===== src/rtl/mrs_pkg.sv =====
package mrs_pkg;
  typedef enum logic [1:0] {
    CMD_NONE = 2'b00,
    CMD_PREA = 2'b01,
    CMD_MRS  = 2'b10
  } cmd_e;

  typedef enum logic [3:0] {
    S_IDLE,
    S_PREWAIT,
    S_GAP1,
    S_GAP2,
    S_RECOV,
    S_DONE,
    S_MAN_ACK,
    S_MAN_END
  } seq_st_e;

  localparam int PREA_ALL_BIT = 10;
  localparam int EMR_BANK     = 1;
  localparam int MR_BANK      = 0;
endpackage


===== src/rtl/mrs_wait_timer.sv =====
module mrs_wait_timer #(
  parameter int CNT_W = 8
) (
  input  logic             clk,
  input  logic             rst,
  input  logic             load,
  input  logic [CNT_W-1:0] load_val,
  output logic             expired
);
  logic [CNT_W-1:0] cnt_q;

  always_ff @(posedge clk) begin
    if (rst)                cnt_q <= '0;
    else if (load)          cnt_q <= load_val;
    else if (cnt_q != '0)   cnt_q <= cnt_q - 1'b1;
  end

  assign expired = (cnt_q == '0);
endmodule


===== src/rtl/mrs_mode_packer.sv =====
module mrs_mode_packer #(
  parameter int ADDR_W = 14
) (
  input  logic              ddr2,
  input  logic [2:0]        cas_lat,
  input  logic [2:0]        add_lat,
  input  logic [2:0]        wr_rec,
  input  logic              bl8,
  output logic [ADDR_W-1:0] mr_word,
  output logic [ADDR_W-1:0] emr_word
);
  localparam logic [2:0] BL_FOUR  = 3'b010;
  localparam logic [2:0] BL_EIGHT = 3'b011;

  logic [2:0] bl_field;
  logic [2:0] wr_field;
  logic [2:0] al_field;

  always_comb begin
    // eight-beat bursts only in DDR1 mode; DDR2-only fields zeroed in DDR1
    bl_field = (bl8 && !ddr2) ? BL_EIGHT : BL_FOUR;
    wr_field = ddr2 ? wr_rec  : 3'b000;
    al_field = ddr2 ? add_lat : 3'b000;

    mr_word        = '0;
    mr_word[2:0]   = bl_field;
    mr_word[3]     = 1'b0;          // sequential ordering
    mr_word[6:4]   = cas_lat;
    mr_word[11:9]  = wr_field;

    emr_word       = '0;
    emr_word[5:3]  = al_field;
  end
endmodule


===== src/rtl/mrs_init_seq.sv =====
module mrs_init_seq
  import mrs_pkg::*;
#(
  parameter int ADDR_W = 14,
  parameter int BANK_W = 2,
  parameter int CNT_W  = 8
) (
  input  logic              clk,
  input  logic              rst,
  input  logic              mem_en,
  input  logic              bypass,
  input  logic              ddr2,
  input  logic [2:0]        cas_lat,
  input  logic [2:0]        add_lat,
  input  logic [2:0]        wr_rec,
  input  logic              bl8,
  input  logic [CNT_W-1:0]  pre_wait,
  input  logic [CNT_W-1:0]  cmd_gap,
  input  logic [CNT_W-1:0]  recov_wait,
  input  logic              banks_idle,
  input  logic              man_req,
  input  logic [BANK_W-1:0] man_bank,
  input  logic [ADDR_W-1:0] man_data,
  output logic              man_ack,
  output logic              cmd_valid,
  output logic [1:0]        cmd_code,
  output logic [BANK_W-1:0] cmd_bank,
  output logic [ADDR_W-1:0] cmd_addr,
  output logic              init_done
);
  localparam logic [BANK_W-1:0] EMR_BA = BANK_W'(EMR_BANK);
  localparam logic [BANK_W-1:0] MR_BA  = BANK_W'(MR_BANK);
  localparam logic [ADDR_W-1:0] PREA_WORD = ADDR_W'(1) << PREA_ALL_BIT;

  seq_st_e st_q;
  logic [ADDR_W-1:0] mr_word, emr_word;
  logic tmr_zero, tmr_load;
  logic [CNT_W-1:0] tmr_val;
  logic go_start, go_man, go_pre, go_emr, go_mr, go_done;

  mrs_mode_packer #(.ADDR_W(ADDR_W)) u_pack (
    .ddr2    (ddr2),
    .cas_lat (cas_lat),
    .add_lat (add_lat),
    .wr_rec  (wr_rec),
    .bl8     (bl8),
    .mr_word (mr_word),
    .emr_word(emr_word)
  );

  mrs_wait_timer #(.CNT_W(CNT_W)) u_tmr (
    .clk     (clk),
    .rst     (rst),
    .load    (tmr_load),
    .load_val(tmr_val),
    .expired (tmr_zero)
  );

  always_comb begin
    go_start = (st_q == S_IDLE) && mem_en && !bypass && !init_done;
    go_man   = (st_q == S_IDLE) && bypass && man_req;
    go_pre   = (st_q == S_PREWAIT) && tmr_zero && banks_idle;
    go_emr   = (st_q == S_GAP1) && tmr_zero;
    go_mr    = (st_q == S_GAP2) && tmr_zero;
    go_done  = (st_q == S_RECOV) && tmr_zero;
    tmr_load = go_start || go_pre || go_emr || go_mr;
    if (go_start)   tmr_val = pre_wait;
    else if (go_mr) tmr_val = recov_wait;
    else            tmr_val = cmd_gap;
  end

  always_ff @(posedge clk) begin
    if (rst) begin
      st_q      <= S_IDLE;
      cmd_valid <= 1'b0;
      cmd_code  <= CMD_NONE;
      cmd_bank  <= '0;
      cmd_addr  <= '0;
      man_ack   <= 1'b0;
      init_done <= 1'b0;
    end else begin
      cmd_valid <= 1'b0;
      man_ack   <= 1'b0;
      unique case (st_q)
        S_IDLE: begin
          if (go_start) begin
            st_q <= S_PREWAIT;
          end else if (go_man) begin
            cmd_valid <= 1'b1;
            cmd_code  <= CMD_MRS;
            cmd_bank  <= man_bank;
            cmd_addr  <= man_data;
            st_q      <= S_MAN_ACK;
          end
        end
        S_PREWAIT: if (go_pre) begin
          cmd_valid <= 1'b1;
          cmd_code  <= CMD_PREA;
          cmd_bank  <= '0;
          cmd_addr  <= PREA_WORD;
          st_q      <= S_GAP1;
        end
        S_GAP1: if (go_emr) begin
          cmd_valid <= 1'b1;
          cmd_code  <= CMD_MRS;
          cmd_bank  <= EMR_BA;
          cmd_addr  <= emr_word;
          st_q      <= S_GAP2;
        end
        S_GAP2: if (go_mr) begin
          cmd_valid <= 1'b1;
          cmd_code  <= CMD_MRS;
          cmd_bank  <= MR_BA;
          cmd_addr  <= mr_word;
          st_q      <= S_RECOV;
        end
        S_RECOV: if (go_done) begin
          init_done <= 1'b1;
          st_q      <= S_DONE;
        end
        S_DONE: st_q <= S_DONE;
        S_MAN_ACK: begin
          man_ack <= 1'b1;
          st_q    <= S_MAN_END;
        end
        S_MAN_END: st_q <= S_IDLE;
        default: st_q <= S_IDLE;
      endcase
    end
  end
endmodule


===== config.mk =====
export PLATFORM = sky130hd
export DESIGN_NAME = mrs_init_seq
export DESIGN_NICKNAME = d
export VERILOG_FILES = /design/src/rtl/mrs_pkg.sv /design/src/rtl/mrs_wait_timer.sv /design/src/rtl/mrs_mode_packer.sv /design/src/rtl/mrs_init_seq.sv
export SDC_FILE = /design/constraint.sdc
export NUM_CORES = 1
export LEC_CHECK = 0
export BUFFER_PORTS_ARGS = -buffer_cell sky130_fd_sc_hd__clkbuf_2
export CORE_MARGIN = 2
export CORE_UTILIZATION = 43
export CTS_CLUSTER_SIZE = 30
export DETAILED_ROUTE_END_ITERATION = 16
export PLACE_DENSITY = 0.73
export SKIP_CTS_REPAIR_TIMING = 1
export SYNTH_ARGS = -nofsm -noshare
export SYNTH_HDL_FRONTEND = slang
export SYNTH_SLANG_ARGS = --single-unit

===== constraint.sdc =====
create_clock -name clk -period 2.7 [get_ports clk]
set_clock_uncertainty 0.2 [all_clocks]
set_input_delay 0.27 -clock clk [delete_from_list [all_inputs] [get_ports clk]]
set_output_delay 0.27 -clock clk [all_outputs]
set_load 0.03 [all_outputs]

# Yosys cells after proc, flatten, opt, wreduce, memory -nomap -nowiden
# Index checks and enable logic that the tools add are counted.
# word_totals
wordCells	86
output_inout_bits	21
in_bits	57
reg_bits	33
# op_classes
muxes	39
eq_ne	13
addsub	1
n_reduce_logical	25
# op_table
operator	count
$mux W14	5
$pmux W14 S4	1
$mux W8	4
$pmux W4 S7	1
$mux W4	6
$mux W2	10
$pmux W2 S4	2
$eq A4 B3 Y1 const B	3
$ne A2 B2 Y1 const B	6
$logic_and A1 B1 Y1	11
$eq A4 B2 Y1 const B	2
$logic_not A8 Y1	1
$reduce_bool A8 Y1	1
$sub A8 B1 Y8 const B	1
$mux W1	7
$mux W3	2
$reduce_and A6 Y1	1
$reduce_and A5 Y1	1
$eq A4 B1 Y1 const B	1
$logic_not A4 Y1	1
$pmux W1 S4	1
$reduce_bool A4 Y1	1
$logic_not A1 Y1	3
$logic_or A1 B1 Y1	3
other kinds (3)	3

# Logic depth before layout (Yosys ltp)
# logic_depth
ltp_word	8
ltp_mapped	8
depth_no_buf	7

# Cells and area by module
# Synthesis repeated with hierarchy kept, for this count alone.
# hier_totals
hier_cells	272
area_unflattened_um2	2179.6
# by_module_without_submodules
mod	cells_each	n_inst	seq_area_each_um2	area_each_um2
mrs_init_seq	189	1	480.5	1495.2
mrs_wait_timer	53	1	160.2	475.5
mrs_mode_packer	30	1	0.0	209.0

# Worst setup path before layout
# OpenSTA, ideal clock, no wires.
# synth_timing
path_kind	register to register
from	reg u_tmr.cnt_q[1]
to	reg u_tmr.cnt_q[5]
path_stages_with_launch	8
required_time_ns	2.422
period_less_slack_ns	2.037
setup_time_ns	0.078
path_buffers	0
arrival_time_ns	1.759
setup_slack_ns	0.663
cell_sequence	dfxtp_1 inv_1 ha_1 nor3b_2 nand2_4 nor3_4 mux2_2 nor3_1
# synth_between
elab_chain_cells	7
word_cells_on_any_way	15
cone_classes	1 x add/sub; 4 x mux; 10 x reduce/logical
# synth_lines
element	line_no	rtl
from (decl)	mrs_wait_timer.sv:10	logic [CNT_W-1:0] cnt_q;
from (signal assigned)	mrs_wait_timer.sv:14	else if (load) cnt_q <= load_val;
from (signal assigned)	mrs_wait_timer.sv:15	else if (cnt_q != '0) cnt_q <= cnt_q - 1'b1;
branches (longest 7 deep; another with $sub A8 B1 Y8)	-	
# Parallel ways; which one is timed is not known. The select of a mux whose other input is x is not followed.
# A chain may end at the register's enable or synchronous reset.

# Worst setup path after layout
# layout_timing
from	reg st_q[1]
to	reg u_tmr.cnt_q[6]
# layout_between
elab_chain_cells	8
word_cells_on_any_way	18
cone_classes	3 x eq/ne; 3 x mux; 12 x reduce/logical
# layout_lines
element	line_no	rtl
from (decl)	mrs_init_seq.sv:35	seq_st_e st_q;
from (signal assigned)	mrs_init_seq.sv:74	st_q <= S_IDLE;
from (signal assigned)	mrs_init_seq.sv:87	st_q <= S_PREWAIT;
from (signal assigned)	mrs_init_seq.sv:93	st_q <= S_MAN_ACK;
$logic_not A4 Y1	mrs_init_seq.sv:60	go_start = (st_q == S_IDLE) && mem_en && !bypass && !init_done;
$logic_and A1 B1 Y1 (3 in series)	mrs_init_seq.sv:60	
$logic_or A1 B1 Y1 (3 in series)	mrs_init_seq.sv:66	tmr_load = go_start || go_pre || go_emr || go_mr;
$mux W8 or $reduce_bool A2 Y1 (tied branches)	-	
# Parallel ways exist; a longest one is shown, timed or not.

==> results <==
- The flow ran to the end, and the final reports show no timing, DRC or antenna violations.
- Setup repair after global routing left no endpoint under its margin.
- The average detailed-routed wire length per instance is 14.7 um.
- The total overflow reported by the global router is 0.
- The number of antenna diodes in the final layout is 0.
- The final critical-path required period is 2.35 ns.
- The number of nets with antenna violations after routing is 0.
- In the global route stage, overall resource usage came out at 21.9%.
- The dominant combinational cell family by area after synthesis is compound AO/OA/AOI/OAI gates.
- The kind of end point of the critical path is a register.
- The clock network power share is 12.0%.
- Summing every instance area after synthesis gives 1860 um2.
- The clock reaches the later pin of the worst-skew pair after 0.29 ns.
- The number of global-route vias before repair is 1824.
- The first-pass GRT wire length is 8660 um.
- The most area-hungry cell type in the Yosys netlist is sky130_fd_sc_hd__dfxtp_1.
- The data arrival time of the critical path is 2.34 ns.
- The pin count of the biggest net entering global routing is 34.
- The final hold violation count is 0.
- The pre-antenna-repair detailed-routing pass consisted of 4 iterations.
- The TritonCTS sink count is 32.
- Together, buffers and inverters on the worst path number 0.
- The maximum operating frequency is 0.426 GHz.
- Clock-pin slew was measured on the worst setup and hold paths at 0.07 ns.
- The fraction of the mapped netlist area in compound gates is 28.3%.
- The internal power is 1550 uW.
- The floorplan step set the die height to 69.7 um.
- The area fraction in and, or, nand and nor cells after synthesis is 26.0%.
- The initial antenna violation count came to 0.
- The H-tree was split into 2 levels.
- The number of clock buffers inserted by TritonCTS is 5.
- Leaving out fill and tap cells, the most frequent cell in the layout is sky130_fd_sc_hd__clkbuf_2.
- The library cell contributing the largest single delay on the critical path is sky130_fd_sc_hd__dfxtp_1.
- The post-detailed-route via-to-cell ratio is 5.56.
- The number of enable flip-flop cells after synthesis is 0.
- Averaged over all synthesized cells, the footprint is 8.33 um2.
- Input and output buffers added on the ports amount to 77.
- Per report_power, the sequential group accounts for 27.9% of the total.
- The DRC violations left is 0.
- Ranked by total cell area, the synthesized netlist is headed by sky130_fd_sc_hd__dfxtp_1 (35%), sky130_fd_sc_hd__nor2_1 (4.9%), sky130_fd_sc_hd__a21oi_1 (4.6%).
- Net switching is 49.6% of the power.
- The relative slew slack is 50.1%.
- Walking the worst path, the cells encountered are nor2_1, and3_1, or4_1, a221oi_2.
- The reg2reg setup slack is 0.35 ns.
- Of the total synthesized cell area, the portion taken by XOR and XNOR cells is 1.42%.
- The number of instances in the synthesized netlist is 223.
- The count of different cell masters after synthesis is 55.
- The total count of max-transition violations in the final report is 0.
- The family of cells with the greatest summed delay on the critical path is simple AND/OR/NAND/NOR gates.
- In the synthesized netlist the async set-or-reset flop fraction comes to 0%.
- In this run the core area contains 23 standard-cell rows.
- The number of failing setup endpoints in the final timing report is 0.
- Measured along the x axis, the die boundary spans 69.7 um.
- In the synthesized netlist the dominant register cell turns out to be sky130_fd_sc_hd__dfxtp_1.
- The synthesized net count is 282.
- The largest single stage delay on the critical path is 0.72 ns.
- The endpoint required time on the critical path is 2.69 ns.
- In the layout the commonest cells are sky130_fd_sc_hd__clkbuf_2 (77), sky130_fd_sc_hd__dfxtp_1 (32), sky130_fd_sc_hd__nor2_1 (24).
- The analysis attributes to net switching a power of 1530 uW.
- In this run the deepest clock path goes through 2 buffers.
- At the end of routability-driven placement, the weighted congestion stood at 0.867.
- The floorplan step defined a core boundary enclosing 4090 um2.
- The synthesized netlist devotes 1.35% of its cell area to adder and majority cells.
- After legalization and detailed placement, the total HPWL measured 3770 um.
- The number of design-rule violations left by the first detailed-router iteration is 195.
- The overall power consumption is 3080 uW.
- The area growth from synthesis to layout is 26.1%.
- The final wirelength is 5100 um.
- For the pin with the worst max-slew slack, the measured transition is 0.748 ns.
- The die covers 4860 um2.
- Summing the sequential cell areas from Yosys gives 34.5% of the chip area.
- The startpoint-to-endpoint class of the critical path is register to register.
- In this run the clock root is driven by a sky130_fd_sc_hd__clkbuf_8.
- The summed negative setup slack over all endpoints is 0 ns.
- The share of power burned in combinational logic is 60.1%.
- IR analysis of the VDD net gives a maximum drop of 0.529 mV.
- In the final design database the tool counted 355 nets.
- The multiplexer share of the synthesized area is 2.83%.
- The path class of the tightest hold or removal check is input port to register.
- The ratio of final minimum period to clock period is 87.0%.
- The fraction of layout cells with a size suffix above 1 is 36.0%.
- Synthesis inferred 32 register bits.
- Of all nets on the critical path, the largest fanout is 18.
- The clock tree from TritonCTS is done.
- The synthesized design devotes to its leading area cell type 34.5% of total area.
- The yosys synthesis warning count is 0.
- In this run the static leakage power is 0.00102 uW.
- The number of ports placed on the die boundary is 78.
- The worst setup path is launched from a register.
- For this configuration, the core starts out at a cell density of 45.4%.
- Power spread over the standard cell area amounts to 1320 nW/um2.
- Across all layers, the routed design uses 1930 vias.
- Max-cap violations in this run came to 0.
[worst paths after layout]
path,startpoint,to,cells after the start
worst min-delay path,man_data[8],cmd_addr[8],3
worst max-delay path,st_q[1],u_tmr.cnt_q[6],4
worst max register to register,st_q[1],u_tmr.cnt_q[6],4
worst min register to register,cmd_bank[1],cmd_bank[1],2
[sequential cells by signal (all words and copies together) (netlist names)]
register     flops
cmd_addr        14
cmd_bank         2
cmd_code         2
cmd_valid        1
init_done        1
man_ack          1
st_q             3
u_tmr.cnt_q      8
[power by group through the flow]
stage               combinational [uW]  clock (uW)  sequential, uW
floorplan                         1250           0            1050
global placement                  1830           0             862
detailed placement                1840           0             864
CTS                               1850         374             856
global route                      2040         403             886
finish                            1850         369             860
[logic make-up after synthesis]
group                    Yosys count
adder cells (fa/ha/maj)            2
multiplexers                       5
flip-flops                        32
buffers and inverters             21
XOR/XNOR                           3
AND/OR/NAND/NOR                   92
AO/OA/AOI/OAI                     68
[per-stage QoR]
step / std cells / worst slack (ns) / hold WS (ns) / utilization [%] / instance area [um2]
2_1_floorplan: 223 / 0.663 / 0.220 / - / 1860
3_3_place_gp: 339 / 0.463 / 0.240 / 55.1 / 2250
3_5_place_dp: 339 / 0.400 / 0.247 / 55.1 / 2250
4_1_cts: 347 / 0.378 / 0.0126 / 57.3 / 2340
5_1_grt: 347 / 0.184 / 0.0181 / 57.3 / 2340
6_report: 347 / 0.352 / 0.0141 / 57.3 / 2340
[layout make-up]
cell class                      count  area [um2]
Fill cell                         398        1750
Multi-Input combinational cell    170        1110
Sequential cell                    32         641
Timing Repair Buffer               81         415
Clock buffer                        5        68.8
Tap cell                           50        62.6
Inverter                            6        22.5
Clock inverter                      3        18.8
[routing by layer]
| layer | track usage, % | vias up | share of wire [%] |
|---|---|---|---|
| li1 | - | 976 | - |
| met1 | 30.0 | 883 | 47 |
| met2 | 33.8 | 66 | 46 |
| met3 | 5.23 | 5 | 6.2 |
| met4 | 7.26 | 0 | 0.92 |
| met5 | 0 | - | 0 |
[synthesized netlist by cell type (2+ instances only)]
library cell and instances:
sky130_fd_sc_hd__a211o_1 2, sky130_fd_sc_hd__ha_1 2, sky130_fd_sc_hd__a31oi_1 5, sky130_fd_sc_hd__a22o_1 2, sky130_fd_sc_hd__a211oi_1 5, sky130_fd_sc_hd__inv_1 5
sky130_fd_sc_hd__o21ai_0 5, sky130_fd_sc_hd__nor3_1 17, sky130_fd_sc_hd__mux2i_1 3, sky130_fd_sc_hd__nand3_1 8, sky130_fd_sc_hd__xnor2_1 3, sky130_fd_sc_hd__a221oi_2 2
sky130_fd_sc_hd__o211ai_1 2, sky130_fd_sc_hd__a221oi_1 3, sky130_fd_sc_hd__a311oi_1 3, sky130_fd_sc_hd__buf_6 2, sky130_fd_sc_hd__nand2b_1 3, sky130_fd_sc_hd__nor2b_1 4
sky130_fd_sc_hd__buf_1 2, sky130_fd_sc_hd__a211oi_2 2, sky130_fd_sc_hd__nor2_1 24, sky130_fd_sc_hd__nor3b_1 2, sky130_fd_sc_hd__a21oi_1 17, sky130_fd_sc_hd__dfxtp_1 32
sky130_fd_sc_hd__a22oi_1 2, sky130_fd_sc_hd__clkbuf_1 7, sky130_fd_sc_hd__o2111ai_1 2, sky130_fd_sc_hd__mux2_2 2, sky130_fd_sc_hd__buf_4 2, sky130_fd_sc_hd__nand2_1 21
sky130_fd_sc_hd__a32oi_1 5, sky130_fd_sc_hd__buf_2 2, sky130_fd_sc_hd__nand4_1 2, sky130_fd_sc_hd__a21o_1 2
[worst register-to-register path, delay by kind of cell (launching register included)]
kind,cells,cell delay [ns]
flops,1,0.72
simple gates,3,1.09
compound gates,1,0.25
(Power assumes the default switching activity.)
